===== src/rtl/sem_pkg.sv =====
package sem_pkg;

  typedef enum logic [1:0] {
    VIEW_RAW  = 2'b00,
    VIEW_CTRL = 2'b01,
    VIEW_WAIT = 2'b10,
    VIEW_POLL = 2'b11
  } view_e;

  typedef enum logic [1:0] {
    RD_NONE   = 2'b00,
    RD_COUNT  = 2'b01,
    RD_STATUS = 2'b10
  } rdsel_e;

  typedef struct packed {
    logic   inc;
    logic   dec;
    logic   load;
    logic   park;
    logic   wake_all;
    logic   stall;
    rdsel_e rdsel;
  } action_t;

endpackage


===== src/rtl/sem_decode.sv =====
module sem_decode
  import sem_pkg::*;
(
  input  logic       valid,
  input  logic       write,
  input  logic [1:0] view,
  input  logic       cnt_zero,
  output action_t    act
);

  view_e view_q;
  assign view_q = view_e'(view);

  always_comb begin
    act = '0;
    if (valid) begin
      case (view_q)
        VIEW_RAW: begin
          if (!write) act.rdsel = RD_COUNT;
        end
        VIEW_CTRL: begin
          if (write) begin
            act.load     = 1'b1;
            act.wake_all = 1'b1;
          end else begin
            act.rdsel = RD_STATUS;
          end
        end
        default: begin
          if (write) begin
            act.inc      = 1'b1;
            act.wake_all = 1'b1;
          end else begin
            act.rdsel = RD_COUNT;
            if (!cnt_zero) begin
              act.dec = 1'b1;
            end else if (view_q == VIEW_WAIT) begin
              act.park  = 1'b1;
              act.stall = 1'b1;
            end
          end
        end
      endcase
    end
  end

endmodule


===== src/rtl/sem_count.sv =====
module sem_count #(
  parameter int CNT_W = 16
) (
  input  logic             clk,
  input  logic             rst_n,
  input  logic             inc,
  input  logic             dec,
  input  logic             load,
  input  logic [CNT_W-1:0] load_val,
  output logic [CNT_W-1:0] count,
  output logic             is_zero,
  output logic             is_full
);

  localparam logic [CNT_W-1:0] CNT_MAX = {CNT_W{1'b1}};

  function automatic logic [CNT_W-1:0] sat_up(input logic [CNT_W-1:0] v);
    return (v == CNT_MAX) ? v : v + 1'b1;
  endfunction

  function automatic logic [CNT_W-1:0] floor_down(input logic [CNT_W-1:0] v);
    return (v == '0) ? v : v - 1'b1;
  endfunction

  logic [CNT_W-1:0] count_nx;

  always_comb begin
    count_nx = count;
    if (load)     count_nx = load_val;
    else if (inc) count_nx = sat_up(count);
    else if (dec) count_nx = floor_down(count);
  end

  always_ff @(posedge clk or negedge rst_n) begin
    if (!rst_n) count <= '0;
    else        count <= count_nx;
  end

  assign is_zero = (count == '0);
  assign is_full = (count == CNT_MAX);

  assert_sat_hold_R6: assert property (@(posedge clk) disable iff (!rst_n)
    (inc && !load && count == CNT_MAX) |=> (count == CNT_MAX));

  assert_step_R2: assert property (@(posedge clk) disable iff (!rst_n)
    (dec && !load && !inc && count != '0) |=> ({1'b0, count} + 1'b1 == {1'b0, $past(count)}));

  assert_inc_step_R5: assert property (@(posedge clk) disable iff (!rst_n)
    (inc && !load && count != CNT_MAX) |=> ({1'b0, count} == {1'b0, $past(count)} + 1'b1));

endmodule


===== src/rtl/sem_waitmask.sv =====
module sem_waitmask #(
  parameter int NUM_REQ = 8,
  parameter int ID_W    = $clog2(NUM_REQ)
) (
  input  logic               clk,
  input  logic               rst_n,
  input  logic               park,
  input  logic [ID_W-1:0]    park_id,
  input  logic               wake_all,
  output logic [NUM_REQ-1:0] mask,
  output logic [NUM_REQ-1:0] wake
);

  for (genvar g = 0; g < NUM_REQ; g++) begin : g_slot
    logic hit;
    assign hit = park && (park_id == ID_W'(g));
    always_ff @(posedge clk or negedge rst_n) begin
      if (!rst_n) begin
        mask[g] <= 1'b0;
        wake[g] <= 1'b0;
      end else begin
        wake[g] <= wake_all & mask[g];
        if (wake_all)  mask[g] <= 1'b0;
        else if (hit)  mask[g] <= 1'b1;
      end
    end
  end

  assert_wake_subset_R7: assert property (@(posedge clk) disable iff (!rst_n)
    (wake & ~$past(mask)) == '0);

  assert_mask_empty_R7: assert property (@(posedge clk) disable iff (!rst_n)
    wake_all |=> (mask == '0));

  assert_park_sets_R4: assert property (@(posedge clk) disable iff (!rst_n)
    (park && !wake_all) |=> mask[$past(park_id)]);

endmodule


===== src/rtl/sem_cell.sv =====
module sem_cell
  import sem_pkg::*;
#(
  parameter int CNT_W   = 16,
  parameter int NUM_REQ = 8,
  parameter int ID_W    = $clog2(NUM_REQ),
  parameter int DATA_W  = 32
) (
  input  logic               clk,
  input  logic               rst_n,
  input  logic               req_valid,
  input  logic               req_write,
  input  logic [1:0]         req_view,
  input  logic [ID_W-1:0]    req_id,
  input  logic [DATA_W-1:0]  req_wdata,
  output logic               rsp_valid,
  output logic               rsp_stall,
  output logic [DATA_W-1:0]  rsp_rdata,
  output logic [NUM_REQ-1:0] wake
);

  localparam int MASK_LSB = 8;

  action_t            act;
  logic [CNT_W-1:0]   count;
  logic               cnt_zero;
  logic               cnt_full;
  logic [NUM_REQ-1:0] parked;
  logic [DATA_W-1:0]  rd_word;
  logic               unused_wdata_hi;

  assign unused_wdata_hi = ^req_wdata[DATA_W-1:CNT_W];

  function automatic logic [DATA_W-1:0] status_word(input logic z, input logic f,
                                                    input logic [NUM_REQ-1:0] m);
    logic [DATA_W-1:0] w;
    w = '0;
    w[0] = z;
    w[1] = f;
    w[MASK_LSB +: NUM_REQ] = m;
    return w;
  endfunction

  sem_decode u_dec (
    .valid    (req_valid),
    .write    (req_write),
    .view     (req_view),
    .cnt_zero (cnt_zero),
    .act      (act)
  );

  sem_count #(.CNT_W(CNT_W)) u_cnt (
    .clk      (clk),
    .rst_n    (rst_n),
    .inc      (act.inc),
    .dec      (act.dec),
    .load     (act.load),
    .load_val (req_wdata[CNT_W-1:0]),
    .count    (count),
    .is_zero  (cnt_zero),
    .is_full  (cnt_full)
  );

  sem_waitmask #(.NUM_REQ(NUM_REQ), .ID_W(ID_W)) u_wm (
    .clk      (clk),
    .rst_n    (rst_n),
    .park     (act.park),
    .park_id  (req_id),
    .wake_all (act.wake_all),
    .mask     (parked),
    .wake     (wake)
  );

  always_comb begin
    case (act.rdsel)
      RD_COUNT:  rd_word = DATA_W'(count);
      RD_STATUS: rd_word = status_word(cnt_zero, cnt_full, parked);
      default:   rd_word = '0;
    endcase
  end

  always_ff @(posedge clk or negedge rst_n) begin
    if (!rst_n) begin
      rsp_valid <= 1'b0;
      rsp_stall <= 1'b0;
      rsp_rdata <= '0;
    end else begin
      rsp_valid <= req_valid;
      rsp_stall <= act.stall;
      rsp_rdata <= rd_word;
    end
  end

  assert_rsp_follow_R10: assert property (@(posedge clk) disable iff (!rst_n)
    rsp_valid == $past(req_valid));

  assert_stall_zero_R4: assert property (@(posedge clk) disable iff (!rst_n)
    rsp_stall |-> (rsp_rdata == '0 && $past(cnt_zero) && $past(req_view) == 2'b10));

  assert_bypass_write_R8: assert property (@(posedge clk) disable iff (!rst_n)
    (req_valid && req_write && req_view == 2'b00) |=> ($stable(count) && wake == '0));

  assert_poll_nostall_R3: assert property (@(posedge clk) disable iff (!rst_n)
    (req_valid && req_view == 2'b11) |=> !rsp_stall);

endmodule


===== config.mk =====
export PLATFORM = sky130hd
export DESIGN_NAME = sem_cell
export DESIGN_NICKNAME = d
export VERILOG_FILES = /design/src/rtl/sem_pkg.sv /design/src/rtl/sem_decode.sv /design/src/rtl/sem_count.sv /design/src/rtl/sem_waitmask.sv /design/src/rtl/sem_cell.sv
export SDC_FILE = /design/constraint.sdc
export NUM_CORES = 1
export LEC_CHECK = 0
export ABC_CLOCK_PERIOD_IN_PS = 5750
export BUFFER_PORTS_ARGS = -buffer_cell sky130_fd_sc_hd__buf_2
export CAP_MARGIN = 40
export CORE_ASPECT_RATIO = 0.7
export CORE_MARGIN = 2
export CORE_UTILIZATION = 56
export DETAILED_ROUTE_END_ITERATION = 6
export PLACE_DENSITY = 0.85
export SKIP_LAST_GASP = 1
export SYNTH_ARGS = -nofsm -noshare
export SYNTH_HDL_FRONTEND = slang
export SYNTH_SLANG_ARGS = --single-unit

===== constraint.sdc =====
create_clock -name clk -period 5.75 [get_ports clk]
set_clock_uncertainty 0.05 [all_clocks]
set_input_delay 1.4375 -clock clk [delete_from_list [all_inputs] [get_ports clk]]
set_output_delay 1.4375 -clock clk [all_outputs]
set_load 0.01 [all_outputs]

Word-level counts from Yosys, hierarchy flattened --
Cells that the tools add are included.
Word-level totals: bits in registers 66, output and inout port bits 42, bits of input ports 41
Operators by class: add/subtract/negate cells 2, muxes and demuxes 38, equal/unequal tests 14, reductions and logical operators 22, bitwise gates (word level) 8
Operators with widths (count):
- 2-to-1 mux 16 bit | 5
- one-hot mux 16 bit (2 select lines) | 1
- 2-to-1 mux 1 bit | 27
- adder 16 x 1 -> 16 bit, second input constant | 1
- == test 16 bit, second input constant | 1
- zero test 16 bit | 1
- nonzero test 2 bit | 8
- subtractor 16 x 1 -> 16 bit, second input constant | 1
- == test 3 bit, second input constant | 4
- AND 1 bit | 8
- logical AND 1 bit | 8
- 2-to-1 mux 8 bit | 1
- == test 3 x 2 -> 1 bit, second input constant | 2
- != test 3 bit, second input constant | 2
- == test 2 x 1 -> 1 bit, second input constant | 2
- == test 2 bit, second input constant | 2
- 2-to-1 mux 2 bit | 2
- one-hot mux 2 bit (2 select lines) | 1
- == test 3 x 1 -> 1 bit, second input constant | 1
- zero test 3 bit | 1
- 2-to-1 mux 3 bit | 1
- AND reduction 3 bit | 1
- nonzero test 3 bit | 1
- zero test 2 bit | 1
- OR reduction 2 bit | 1

Longest topological paths before layout --
depth in word-level cells 9, gate-level depth with buffers 11, mapped depth without buffers 10

By module --
Synthesis repeated with hierarchy kept, for this count alone.
Second synthesis, totals: cell total of the unflattened synthesis 338, area total of the unflattened synthesis 3128.0 um2
By module, submodules not included:
- sem_count | area an instance 1662.8 um2, sequential area each 400.4 um2, instances 1, cells an instance 207
- sem_cell | area an instance 792.0 um2, sequential area each 450.4 um2, instances 1, cells an instance 69
- sem_waitmask | area an instance 598.1 um2, sequential area each 400.4 um2, instances 1, cells an instance 48
- sem_decode | area an instance 75.1 um2, sequential area each 0.0 um2, instances 1, cells an instance 14

Worst setup path before layout --
Ideal clock, no wire load.
path type input port to flip-flop, from in req_valid, to reg u_cnt.count[13], cell stages on the path 10, buffers on the path 1, arrival 3.888 ns, required time 5.565 ns, path slack 1.678 ns, setup time 0.135 ns, path through clkbuf_1 > nand3_1 > ha_1 > a21oi_1 > o211ai_2 > nand3_2 > a31oi_1 > or2_0 > a2111oi_2 > a211oi_1
Between the ends: longest elaborated chain between the ends 3
Ends and longest elaborated chain:
- from (decl) | RTL line sem_cell.sv:11 | input logic req_valid,
- 2-to-1 mux 8 bit * | RTL line sem_decode.sv:16 | if (valid) begin
- != test 3 bit (no line) (tied with other cells)
- AND reduction 3 bit (no line) / 2-to-1 mux 16 bit (equally long branches)
- to (signal assigned) | RTL line sem_count.sv:36 | else count <= count_nx;
- to (decl) | RTL line sem_count.sv:10 | output logic [CNT_W-1:0] count,
Mark *: on every way between the ends. The rest lies on a longest branch, timed or not. A chain may end at the register's enable or synchronous reset.

Final worst setup path --
from in req_valid, to reg u_cnt.count[12]
Same word-level chain as after synthesis.

==> flow_summary.json <==
{
  "regToRegEndpoint": "u_cnt.count[14]$_DFFE_PN0P_",
  "cts_resized": 0,
  "cts_root_buf": "clkbuf_8",
  "cp.arrival_ns": 4.36,
  "numCtsBuffers": 5,
  "cp.depth": 10,
  "slew_headroom_pct": 46.1,
  "overflow": 0,
  "worstSetupEndpointType": "flop",
  "status": "finished, final reports clean",
  "core_mm2": 0.00491,
  "syn-cell-area_mm2": 0.00292,
  "postRouteAntennaNets": 0,
  "critical_path.startpoint": "req_valid",
  "setup_violations": 0,
  "area_growth_pct": 11.1,
  "ys.flop_type": "dfrtp_1",
  "cp.required_ns": 5.88,
  "slew_viol_final": 0,
  "path_delay_family": "compound AO/OA/AOI/OAI gates",
  "power_density_mw_per_mm2": 394,
  "diodes": 0,
  "cts.path.max_buffers": 2,
  "drive_gt1_share_pct": 20.7,
  "finalSetupTns_ns": 0,
  "fin_crit_sh_pct": 73.6,
  "drcViolationCount": 0,
  "synth_enable_flop_cells": 0,
  "post-cts-setup-buffers": 0,
  "critPathLaunchType": "primary input",
  "place_hpwl_mm": 4.71,
  "cp-endpoint": "u_cnt.count[12]$_DFFE_PN0P_",
  "clk_pin_slew_worst_paths_ns": 0.09,
  "die_h_um": 64.4,
  "gp_congestion": 0.840,
  "place_ws_ns": 1.31,
  "rsz0062_at_grt": "false",
  "vias": 2432,
  "syn_inst": 305,
  "crit_chain": "buf_2 > nand3_1 > ha_1 > a21oi_1 > inv_1 > o21ai_0 > a211oi_1 > nor3_1 > xor2_1 > a21oi_1",
  "fp.dieArea_mm2": 0.00582,
  "grtUsageMet3_pct": 4.65,
  "cts_tree": "done",
  "met1_usage_pct": 32.9,
  "wl_per_cell_um": 15.5,
  "fmax_mhz": 236,
  "first_iter_violations": 167,
  "synthArstFlopShare_pct": 100,
  "htreeDepth": 2,
  "initial_core_util_pct": 59.5,
  "track_usage_pct": 22.6,
  "met2_usage_pct": 34.6,
  "cp_max_fo": 20,
  "critPathKind": "primary input to flop",
  "p_leak_nw": 1.60,
  "vdd_drop_max_uv": 260,
  "antenna_found_initial": 0,
  "final.fill_count": 405,
  "finalNetCount": 412,
  "period_minus_slack_ns": 4.23,
  "die_width_um": 90.3,
  "grt_max_degree": 51,
  "vias_per_cell": 5.76,
  "rows": 21,
  "ff2ff_path_depth": 9,
  "wl_mm": 6.53,
  "path_buf_inv": 2,
  "ios": 83,
  "synth_seq_cells": 50,
  "drtPass1Iterations": 5,
  "hold_violations": 0,
  "grt_pass1_wl_mm": 10.4,
  "clock_sinks": 50,
  "cp_slowest_cell": "nand3_1",
  "hold_class": "flop to flop",
  "grt_pass1_vias": 2181,
  "crit_top_cell": "a21oi_1",
  "syn-mean-instance-area_um2": 9.58,
  "timing.rr.start": "u_cnt.count[0]$_DFFE_PN0P_",
  "cts_hold_buf": 0,
  "power_mw": 1.28,
  "ys_seq_area_share_pct": 42.8,
  "crit_path_max_incr_delay_ns": 0.63,
  "clk_latency_ns": 0.30,
  "ys_types": 52,
  "yosysWarnings": 0,
  "tightest_slew_ns": 0.807,
  "worst_slack_ns": 1.52,
  "io_buffers": 50,
  "regToRegSetupSlack_ns": 3.12,
  "cap_violations": 0,
  "top_usage_layer": "met2"
}
## per-stage QoR
stage | std cells | util [%] | hold WS [ns] | cell area [um2]
2_1_floorplan | 320 | - | 0.427 | 2980
3_3_place_gp | 414 | 64.1 | 0.471 | 3150
3_5_place_dp | 414 | 64.1 | 0.469 | 3150
4_1_cts | 422 | 66.1 | 0.488 | 3250
5_1_grt | 422 | 66.1 | 0.513 | 3250
6_report | 422 | 66.1 | 0.480 | 3250
## power by group
part / total (mW) / switching (mW) / internal [mW] / leakage [nW]
sequential: 0.510 / 0.104 / 0.406 / 0.653
clock: 0.216 / 0.116 / 0.0991 / 0.0478
combinational: 0.554 / 0.315 / 0.239 / 0.899
## sequential cells by signal, summed over array words and instances (netlist names)
name and flops:
rsp_rdata 16, u_cnt.count 16, u_wm.mask 8, u_wm.wake 8, rsp_stall 1, rsp_valid 1
## area by class of cell
type / count / area (um2) / share of cell area [%]
clock buffer: 6 / 82.6 / 2.54
clock inverter: 2 / 16.3 / 0.501
inverter: 12 / 45.0 / 1.39
multi-input combinational: 232 / 1510 / 46.4
sequential: 50 / 1250 / 38.5
tap: 69 / 86.3 / 2.66
timing repair buffer: 51 / 258 / 7.94
## how the worst min path moves through the flow
stage / endpoint / slack (ns) / start / depth (start not counted)
6_report: u_wm.wake[3]$_DFF_PN0_ / 0.48 / u_wm.mask[3]$_DFFE_PN0P_ / 1
5_1_grt: u_wm.wake[5]$_DFF_PN0_ / 0.51 / u_wm.mask[5]$_DFFE_PN0P_ / 1
4_1_cts: u_wm.wake[3]$_DFF_PN0_ / 0.49 / u_wm.mask[3]$_DFFE_PN0P_ / 1
3_5_place_dp: u_wm.wake[7]$_DFF_PN0_ / 0.47 / u_wm.mask[7]$_DFFE_PN0P_ / 1
3_3_place_gp: u_wm.mask[7]$_DFFE_PN0P_ / 0.47 / u_wm.mask[7]$_DFFE_PN0P_ / 2
2_1_floorplan: u_wm.mask[0]$_DFFE_PN0P_ / 0.43 / u_wm.mask[0]$_DFFE_PN0P_ / 2
## synthesized netlist by cell type, types with 3 or more instances
| cell type | number | area, um2 |
|---|---|---|
| nor4_2 | 3 | 37.5 |
| inv_1 | 12 | 45.0 |
| a31oi_1 | 3 | 18.8 |
| buf_4 | 16 | 120 |
| xnor2_1 | 5 | 43.8 |
| a22oi_1 | 10 | 75.1 |
| and2_1 | 16 | 100 |
| nand3b_1 | 3 | 22.5 |
| xor2_1 | 3 | 26.3 |
| ha_1 | 18 | 225 |
| a21oi_1 | 19 | 95.1 |
| nand2b_1 | 3 | 18.8 |
| o22ai_1 | 9 | 56.3 |
| nor2_1 | 33 | 124 |
| and3_1 | 4 | 25.0 |
| nor4_1 | 4 | 25.0 |
| nor3_1 | 6 | 30.0 |
| nand2_1 | 18 | 67.6 |
| nand3_1 | 7 | 35.0 |
| clkbuf_1 | 7 | 26.3 |
| dfrtp_1 | 50 | 1250 |
| nand4_1 | 4 | 25.0 |
| o21ai_0 | 9 | 45.0 |
| a211oi_1 | 5 | 37.5 |
| nor2b_1 | 6 | 37.5 |
## logic make-up (layout without fill, tap and decap cells)
kind of cell             Yosys count  in the layout  synth area share (%)
other                              1             16                 0.128
AND/OR/NAND/NOR                  116            116                  21.2
flip-flops                        50             50                  42.8
buffers and inverters             38             71                  7.49
adder cells (fa/ha/maj)           19             19                  8.39
XOR/XNOR                           8              8                  2.40
AO/OA/AOI/OAI                     73             73                  17.6
## cells in the final DEF (no fill, tap or decap), types with 2 or more instances in the layout
| master | synthesis | final |
|---|---|---|
| buf_2 | 1 | 50 |
| dfrtp_1 | 50 | 50 |
| nor2_1 | 33 | 33 |
| a21oi_1 | 19 | 19 |
| nand2_1 | 18 | 18 |
| ha_1 | 18 | 18 |
| and2_1 | 16 | 16 |
| conb_1 | 1 | 16 |
| inv_1 | 12 | 12 |
| a22oi_1 | 10 | 10 |
| o22ai_1 | 9 | 9 |
| o21ai_0 | 9 | 9 |
| nand3_1 | 7 | 7 |
| nor2b_1 | 6 | 6 |
| nor3_1 | 6 | 6 |
| clkbuf_8 | 0 | 6 |
| a211oi_1 | 5 | 5 |
| xnor2_1 | 5 | 5 |
| nand4_1 | 4 | 4 |
| nor4_1 | 4 | 4 |
| and3_1 | 4 | 4 |
| nand2b_1 | 3 | 3 |
| nor4_2 | 3 | 3 |
| nand3b_1 | 3 | 3 |
| a31oi_1 | 3 | 3 |
| xor2_1 | 3 | 3 |
| o21a_1 | 2 | 2 |
| o211ai_1 | 2 | 2 |
| a21o_1 | 2 | 2 |
| o221a_2 | 2 | 2 |
## layer usage
| layer | share of wire (%) | vias to the layer above | routed length [um] |
|---|---|---|---|
| li1 | - | 1148 | - |
| met1 | 47 | 1135 | 3040 |
| met2 | 43 | 139 | 2820 |
| met3 | 8.7 | 10 | 567 |
| met4 | 1.5 | 0 | 100 |
| met5 | 0 | - | 0 |
Note: power is estimated with default switching activity, not from simulation.
